==> src/rtl/sfr_pkg.sv <==
package sfr_pkg;

  typedef logic [4:0] widx_t;

  localparam widx_t W_DRD  = 5'd0;
  localparam widx_t W_DWR  = 5'd1;
  localparam widx_t W_UCFG = 5'd2;
  localparam widx_t W_CTS  = 5'd3;
  localparam widx_t W_CMD  = 5'd4;
  localparam widx_t W_ADR  = 5'd5;
  localparam widx_t W_PCFG = 5'd6;
  localparam widx_t W_DW0  = 5'd8;
  localparam widx_t W_DR0  = 5'd12;
  localparam widx_t W_GCFG = 5'd30;

  localparam int B_LOCK = 31;
  localparam int B_CMM  = 30;
  localparam int B_IE   = 25;
  localparam int B_RDY  = 24;
  localparam int B_SWCS = 16;
  localparam int B_EXEC = 0;

  localparam logic [31:0] CMM_MASK  = 32'h0000_0403;
  localparam logic [31:0] CTS_RST   = 32'h0001_0000;
  localparam logic [31:0] CMD_RST   = 32'h0000_000B;
  localparam logic [31:0] PCFG_RST  = 32'h0000_0400;
  localparam logic [31:0] GCFG_RST  = 32'h0000_000B;

  function automatic logic [31:0] cfg_rst(input int idx);
    case (idx)
      0:       return 32'h0300_100B;
      1:       return 32'h0300_0002;
      default: return 32'h0000_0400;
    endcase
  endfunction

  // Next value of a self-locking configuration word after a bus write.
  function automatic logic [31:0] cfg_next(input logic [31:0] old,
                                           input logic [31:0] wv,
                                           input logic has_cmm);
    if (old[B_LOCK]) return old;
    if (has_cmm && old[B_CMM]) return (wv & ~CMM_MASK) | (old & CMM_MASK);
    return wv;
  endfunction

  // Control/status after an engine completion, applied before any write.
  function automatic logic [31:0] cts_complete(input logic [31:0] old,
                                               input logic done);
    logic [31:0] r;
    r = old;
    if (done) begin
      r[B_EXEC] = 1'b0;
      r[B_RDY]  = 1'b1;
    end
    return r;
  endfunction

  // Control/status after a bus write: ready is write-one-to-clear, execute is sticky.
  function automatic logic [31:0] cts_merge(input logic [31:0] base,
                                            input logic [31:0] wv);
    logic [31:0] r;
    r         = wv;
    r[B_RDY]  = wv[B_RDY] ? 1'b0 : base[B_RDY];
    r[B_EXEC] = base[B_EXEC] | wv[B_EXEC];
    return r;
  endfunction

endpackage

==> src/rtl/sfr_cfg_reg.sv <==
module sfr_cfg_reg
  import sfr_pkg::*;
#(
  parameter logic [31:0] RST     = 32'h0,
  parameter bit          HAS_CMM = 1'b0
) (
  input  logic        clk,
  input  logic        rst_n,
  input  logic        we,
  input  logic [31:0] wv,
  output logic [31:0] q
);

  logic [31:0] nxt;

  always_comb nxt = cfg_next(q, wv, HAS_CMM);

  always_ff @(posedge clk) begin
    if (!rst_n)  q <= RST;
    else if (we) q <= nxt;
  end

endmodule

==> src/rtl/sfr_cts.sv <==
module sfr_cts
  import sfr_pkg::*;
#(
  parameter int NUM_CS = 3
) (
  input  logic              clk,
  input  logic              rst_n,
  input  logic              we,
  input  logic [31:0]       wv,
  input  logic              done,
  output logic [31:0]       q,
  output logic              start,
  output logic [NUM_CS-1:0] cs_n
);

  localparam logic [2:0] NCS = 3'(NUM_CS);

  logic [31:0] base;
  logic [31:0] nxt;
  logic        go;
  logic        cs_take;
  logic        cs_drop;
  logic [2:0]  dev;
  logic        dev_ok;
  logic        sel_vld;
  logic [1:0]  sel_idx;

  always_comb begin
    base    = cts_complete(q, done);
    nxt     = base;
    go      = 1'b0;
    cs_take = 1'b0;
    cs_drop = 1'b0;
    dev     = {1'b0, wv[9:8]};
    dev_ok  = dev < NCS;
    if (we) begin
      nxt = cts_merge(base, wv);
      go  = wv[B_EXEC] & ~base[B_EXEC];
      if (base[B_SWCS] != wv[B_SWCS]) begin
        if (!wv[B_SWCS])                          cs_take = 1'b1;
        else if (!(base[B_EXEC] | wv[B_EXEC]))    cs_drop = 1'b1;
      end
    end
  end

  always_ff @(posedge clk) begin
    if (!rst_n) begin
      q       <= CTS_RST;
      start   <= 1'b0;
      sel_vld <= 1'b0;
      sel_idx <= 2'd0;
    end else begin
      q     <= nxt;
      start <= go;
      if (cs_take) begin
        sel_vld <= dev_ok;
        sel_idx <= wv[9:8];
      end else if (cs_drop) begin
        sel_vld <= 1'b0;
      end
    end
  end

  for (genvar g = 0; g < NUM_CS; g++) begin : g_cs
    assign cs_n[g] = ~(sel_vld && (sel_idx == 2'(g)));
  end

endmodule

==> src/rtl/sfr_rdmux.sv <==
module sfr_rdmux
  import sfr_pkg::*;
(
  input  widx_t             widx,
  input  logic              valid,
  input  logic [2:0][31:0]  cfg,
  input  logic [31:0]       cts,
  input  logic [31:0]       cmd,
  input  logic [31:0]       adr,
  input  logic [3:0][31:0]  dw,
  input  logic [3:0][31:0]  dr,
  input  logic [31:0]       gcfg,
  output logic [31:0]       val
);

  always_comb begin
    val = 32'h0;
    if (valid) begin
      if (widx == W_DRD || widx == W_DWR || widx == W_UCFG) val = cfg[widx[1:0]];
      else if (widx == W_CTS)                   val = cts;
      else if (widx == W_CMD)                   val = cmd;
      else if (widx == W_ADR)                   val = adr;
      else if (widx == W_PCFG)                  val = PCFG_RST;
      else if (widx[4:2] == W_DW0[4:2])         val = dw[widx[1:0]];
      else if (widx[4:2] == W_DR0[4:2])         val = dr[widx[1:0]];
      else if (widx == W_GCFG)                  val = gcfg;
    end
  end

endmodule

==> src/rtl/sflash_regbank.sv <==
module sflash_regbank
  import sfr_pkg::*;
#(
  parameter int AW     = 12,
  parameter int NUM_CS = 3
) (
  input  logic              clk,
  input  logic              rst_n,
  input  logic              bus_wr,
  input  logic              bus_rd,
  input  logic [AW-1:0]     bus_addr,
  input  logic [31:0]       bus_wdata,
  output logic [31:0]       bus_rdata,
  output logic              xfer_start,
  input  logic              xfer_done,
  input  logic              rdbuf_we,
  input  logic [1:0]        rdbuf_sel,
  input  logic [31:0]       rdbuf_data,
  output logic [31:0]       rd_cfg_o,
  output logic [31:0]       wr_cfg_o,
  output logic [31:0]       um_cfg_o,
  output logic [31:0]       um_cmd_o,
  output logic [31:0]       um_addr_o,
  output logic [127:0]      um_wdata_o,
  output logic [NUM_CS-1:0] flash_cs_n,
  output logic              irq
);

  localparam int N_CFG = 3;
  localparam int N_BUF = 4;

  widx_t                 widx;
  logic                  acc_ok;
  logic                  wr_ok;
  logic [N_CFG-1:0]      cfg_we;
  logic [N_CFG-1:0][31:0] cfg_q;
  logic [31:0]           cts_q;
  logic [31:0]           cmd_q;
  logic [31:0]           adr_q;
  logic [31:0]           gcfg_q;
  logic [N_BUF-1:0][31:0] dw_q;
  logic [N_BUF-1:0][31:0] dr_q;
  logic [31:0]           rd_val;

  // Named internal events for the checker.
  logic                  cts_exec;
  logic                  cts_rdy;

  assign widx   = bus_addr[6:2];
  assign acc_ok = (bus_addr[1:0] == 2'b00) && (bus_addr[AW-1:7] == '0);
  assign wr_ok  = bus_wr && acc_ok;

  for (genvar g = 0; g < N_CFG; g++) begin : g_cfg
    assign cfg_we[g] = wr_ok && (widx == widx_t'(g));
    sfr_cfg_reg #(
      .RST     (cfg_rst(g)),
      .HAS_CMM (g == int'(W_UCFG))
    ) u_cfg (
      .clk   (clk),
      .rst_n (rst_n),
      .we    (cfg_we[g]),
      .wv    (bus_wdata),
      .q     (cfg_q[g])
    );
  end

  sfr_cts #(.NUM_CS(NUM_CS)) u_cts (
    .clk   (clk),
    .rst_n (rst_n),
    .we    (wr_ok && widx == W_CTS),
    .wv    (bus_wdata),
    .done  (xfer_done),
    .q     (cts_q),
    .start (xfer_start),
    .cs_n  (flash_cs_n)
  );

  always_ff @(posedge clk) begin
    if (!rst_n) begin
      cmd_q  <= CMD_RST;
      adr_q  <= '0;
      gcfg_q <= GCFG_RST;
    end else if (wr_ok) begin
      if (widx == W_CMD)  cmd_q  <= bus_wdata;
      if (widx == W_ADR)  adr_q  <= bus_wdata;
      if (widx == W_GCFG) gcfg_q <= bus_wdata;
    end
  end

  for (genvar g = 0; g < N_BUF; g++) begin : g_buf
    always_ff @(posedge clk) begin
      if (!rst_n) dw_q[g] <= '0;
      else if (wr_ok && widx == widx_t'(int'(W_DW0) + g)) dw_q[g] <= bus_wdata;
    end
    always_ff @(posedge clk) begin
      if (!rst_n) dr_q[g] <= '0;
      else if (rdbuf_we && rdbuf_sel == 2'(g)) dr_q[g] <= rdbuf_data;
    end
  end

  sfr_rdmux u_rdmux (
    .widx  (widx),
    .valid (acc_ok),
    .cfg   (cfg_q),
    .cts   (cts_q),
    .cmd   (cmd_q),
    .adr   (adr_q),
    .dw    (dw_q),
    .dr    (dr_q),
    .gcfg  (gcfg_q),
    .val   (rd_val)
  );

  always_ff @(posedge clk) begin
    if (!rst_n)      bus_rdata <= '0;
    else if (bus_rd) bus_rdata <= rd_val;
  end

  assign cts_exec   = cts_q[B_EXEC];
  assign cts_rdy    = cts_q[B_RDY];
  assign irq        = cts_q[B_RDY] & cts_q[B_IE];
  assign rd_cfg_o   = cfg_q[0];
  assign wr_cfg_o   = cfg_q[1];
  assign um_cfg_o   = cfg_q[2];
  assign um_cmd_o   = cmd_q;
  assign um_addr_o  = adr_q;
  assign um_wdata_o = dw_q;

endmodule

==> config.mk <==
export PLATFORM = sky130hd
export DESIGN_NAME = sflash_regbank
export DESIGN_NICKNAME = d
export VERILOG_FILES = /design/src/rtl/sfr_pkg.sv /design/src/rtl/sfr_cfg_reg.sv /design/src/rtl/sfr_cts.sv /design/src/rtl/sfr_rdmux.sv /design/src/rtl/sflash_regbank.sv
export SDC_FILE = /design/constraint.sdc
export NUM_CORES = 1
export LEC_CHECK = 0
export ABC_AREA = 1
export BUFFER_PORTS_ARGS = -buffer_cell sky130_fd_sc_hd__buf_4
export CORE_UTILIZATION = 51
export CTS_BUF_LIST = sky130_fd_sc_hd__clkbuf_4 sky130_fd_sc_hd__clkbuf_8 sky130_fd_sc_hd__clkbuf_16
export DETAILED_ROUTE_END_ITERATION = 8
export PLACE_DENSITY_LB_ADDON = 0.2
export SETUP_SLACK_MARGIN = 0.05
export SYNTH_ARGS = -nofsm -noshare
export SYNTH_HDL_FRONTEND = slang
export SYNTH_SLANG_ARGS = --single-unit
==> constraint.sdc <==
create_clock -name clk -period 1.8 [get_ports clk]
set_input_delay 0.36 -clock clk [delete_from_list [all_inputs] [get_ports clk]]
set_output_delay 0.36 -clock clk [all_outputs]
set_load 0.005 [all_outputs]
==> metrics.csv <==
stage,metric,value,unit
run_status,status,"complete, no violations",
power_and_ir_drop,total power per unit cell area,845,nW/um^2
floorplanning,Die X,215,microns
worst_setup_path,crit-path max FO,4,
worst_setup_path,crit-path cells,nand3_1 -> buf_4,
timing,count of final setup violators,0,
grt,first-pass GRT wire length,130000,microns
timing,crit path time final,1.69,ns
timing,unrepaired setup endpoints after global routing,false,
timing,setup_tns,0,ns
logic_synthesis,"Seq/Total Area, Yosys",44.4,%
placed_design,DP HPWL,60300,microns
timing,Clock Skews,0.0310,ns
placed_design,Port Buffers,408,
floorplanning,Starting Density,52.1,%
worst_setup_path,R2R Path End,bus_rdata[17]$_SDFFE_PN0P_,
final_layout,layout cell share with drive strength beyond 1,18.9,%
clock_network,CTS Sinks,516,
power_and_ir_drop,peak supply drop,0.565,mV
clock_network,CTS Hold Bufs,0,
worst_setup_path,startpoint types,flip-flop,
worst_hold_path,hold_sp,bus_wdata[24],
worst_setup_path,r2r setup slk,0.38,ns
worst_hold_path,Min-Delay Path Class,in2reg,
logic_synthesis,Synth Cell Area,23200,sq um
clock_network,post-cts sizing count,0,
power_and_ir_drop,post-layout power,25.0,mW
grt,initial antenna violation count,1,
final_layout,"commonest cells after routing, fill and taps aside","nand2_1, dfxtp_1, buf_4, a21oi_1, inv_1",
grt,vias in the first global route,22974,
worst_setup_path,CP arrival,1.33,ns
timing,fin. max-slew vios,0,
routing,vias per cell,5.58,
routing,Via Count,24680,
logic_synthesis,"EDFF count, synth",0,
timing,Final Hold Fails,0,
logic_synthesis,Post-Syn Instances,3443,
floorplanning,Core Area,44600,sq um
routing,drt drc,0,
worst_setup_path,"slowest stage delay, CP",0.45,ns
worst_setup_path,critical path capture point type,output port,
floorplanning,FP Rows,77,
clock_network,Max Root-Sink Buffers,3,
grt,total gr overflow,0,
worst_hold_path,hold path depth,2,
worst_setup_path,Critical path origin,u_cts.sel_vld$_SDFFE_PN0P_,
floorplanning,die height,215,microns
logic_synthesis,synthesized flop and latch total,516,
worst_setup_path,Bufs and invs on worst path,1,
clock_network,Clock Latency Late Sink,0.60,ns
routing,post-route ant nets,0,
placed_design,Final GP Congestion,0.969,
worst_setup_path,critical path's slowest cell,dfxtp_1,
clock_network,Post-CTS Setup Bufs,0,
final_layout,"commonest non-fill, non-tap cell in the layout",nand2_1,
clock_network,TritonCTS clock tree,yes,
grt,largest net degree at the start of global routing,78,
routing,routed length per placed instance,19.3,microns
logic_synthesis,"Top FF cell, synth",dfxtp_1,
worst_setup_path,Critical Path RT,1.44,ns
clock_network,H-Tree Depth,2,
clock_network,CTS buffer count,53,
logic_synthesis,Mapped Nets,3528,
logic_synthesis,warnings from Yosys,0,
logic_synthesis,Synth cell types,30,
final_layout,Final nets,3874,
worst_setup_path,Top Family by Delay on Critical Path,flip-flops,
worst_hold_path,hold endpoint,u_cts.q[24]$_SDFF_PN0_,
routing,Iter 0 DRT Violations,2605,
grt,All-Layer GR Usage,35.6,%
routing,DRT Pass-1 Iters,6,
floorplanning,Die Footprint,46400,sq um
worst_setup_path,Critical R2R Launch,dr_q[49]$_SDFFE_PN0P_,
logic_synthesis,Avg Inst Size Synth,6.75,sq um
worst_setup_path,R2R cell count,12,
logic_synthesis,Post-synth ARST share,0,%
power_and_ir_drop,Pleak,13.0,nW
timing,Worst-Margin Slew,0.419,ns
timing,worst relative slew slack,72.0,%
flow_run,Max Cap Viol,0,
timing,final worst-path cycle share,93.8,%
clock_network,Clock Pin Slew Worst Setup and Hold Paths,0.06,ns
clock_network,clk root buf,clkbuf_16,
timing,f_max,0.593,GHz
final_layout,"Area growth, synth to finish",27.4,%
worst_setup_path,WS Path Type,reg2out,
floorplanning,I/O pin count,409,
routing,WL final,85200,microns
## logic make-up after synthesis
kind of cell / share of synthesized area, %
flops: 44.4
compound gates: 21.2
simple gates: 23.3
buf+inv: 10.9
fa+ha+maj: 0.0538
## report_power, final
part           total (mW)  switching, mW  internal (mW)
combinational        2.31           1.53          0.775
clock                11.1           4.60           6.49
sequential           11.6         0.0410           11.6
## area by class of cell
type / instances / area [sq um]
Timing Repair Buffer: 563 / 4920
Clock inverter: 10 / 81.3
Clock buffer: 83 / 1670
Fill cell: 3890 / 15000
Tap cell: 592 / 741
Sequential cell: 516 / 10300
Multi-Input combinational cell: 2273 / 10400
Antenna cell: 1 / 2.50
Inverter: 382 / 1440
## Yosys cell counts (3+ instances only)
master	number	area [sq um]
nand3_1	190	951
inv_1	368	1380
inv_2	11	41.3
a211oi_1	31	233
buf_1	19	71.3
buf_2	66	330
nor2_4	3	33.8
clkinv_1	3	11.3
a21oi_1	488	2440
o22ai_1	6	37.5
nand2_2	5	31.3
o21ai_0	304	1520
o211ai_1	4	30.0
or2_2	5	31.3
a211oi_2	27	338
dfxtp_1	516	10300
o221ai_1	12	105
nand2_1	949	3560
nand4_1	7	43.8
nor2_1	185	694
o21ai_1	44	220
clkbuf_1	185	694
nor2_2	6	37.5
## worst max path at each step
| stage | to | slack [ns] | cells past startpoint |
|---|---|---|---|
| after CTS | flash_cs_n[1] | 0.11 | 2 |
| after global routing | flash_cs_n[1] | 0.10 | 2 |
| final | flash_cs_n[1] | 0.11 | 2 |
| after detailed placement | um_cmd_o[12]$_SDFFE_PN0P_ | -0.18 | 10 |
| after floorplan | g_cfg[2].u_cfg.q[18]$_SDFFE_PN0P_ | 0.07 | 10 |
| after global placement | bus_rdata[11]$_SDFFE_PN0P_ | -0.15 | 14 |
## through the flow
step	hold slack [ns]	setup slack (ns)	instances	area [sq um]	utilization, %
after floorplan	0.424	0.0719	3443	23200	-
after global placement	0.436	-0.151	4326	27800	62.4
after detailed placement	0.441	-0.179	4326	27800	62.4
after CTS	0.00713	0.109	4419	29600	66.4
after global routing	0.0347	0.102	4420	29600	66.4
final	0.0285	0.112	4420	29600	66.4
## worst reg2reg max path, cell delays in order (launching register included)
cell and delay [ns]:
dfxtp_1 0.31, inv_1 0.05, nand2_1 0.05, nand2_1 0.05
nand2_1 0.05, nand3_1 0.16, nand2_1 0.18, nand2_1 0.11
nand3_1 0.11, nand2_1 0.07, nand2_1 0.06, nand2_1 0.06
a21oi_1 0.12
## layer usage
metal  part of all wire, %  track usage (%)  up-vias
li1                      -                -    11703
met1                    39             45.1    11379
met2                    45             56.5     1328
met3                   9.1             5.89      270
met4                   6.4             22.1        0
met5                     0                0        -
## flip-flops by register name, summed over array words and instances (netlist names)
| signal | flops |
|---|---|
| bus_rdata | 32 |
| dr_q | 128 |
| g_cfg.u_cfg.q | 96 |
| gcfg_q | 32 |
| u_cts.q | 32 |
| u_cts.sel_idx | 2 |
| u_cts.sel_vld | 1 |
| u_cts.start | 1 |
| um_addr_o | 32 |
| um_cmd_o | 32 |
| um_wdata_o | 128 |
(Power assumes the default switching activity.)
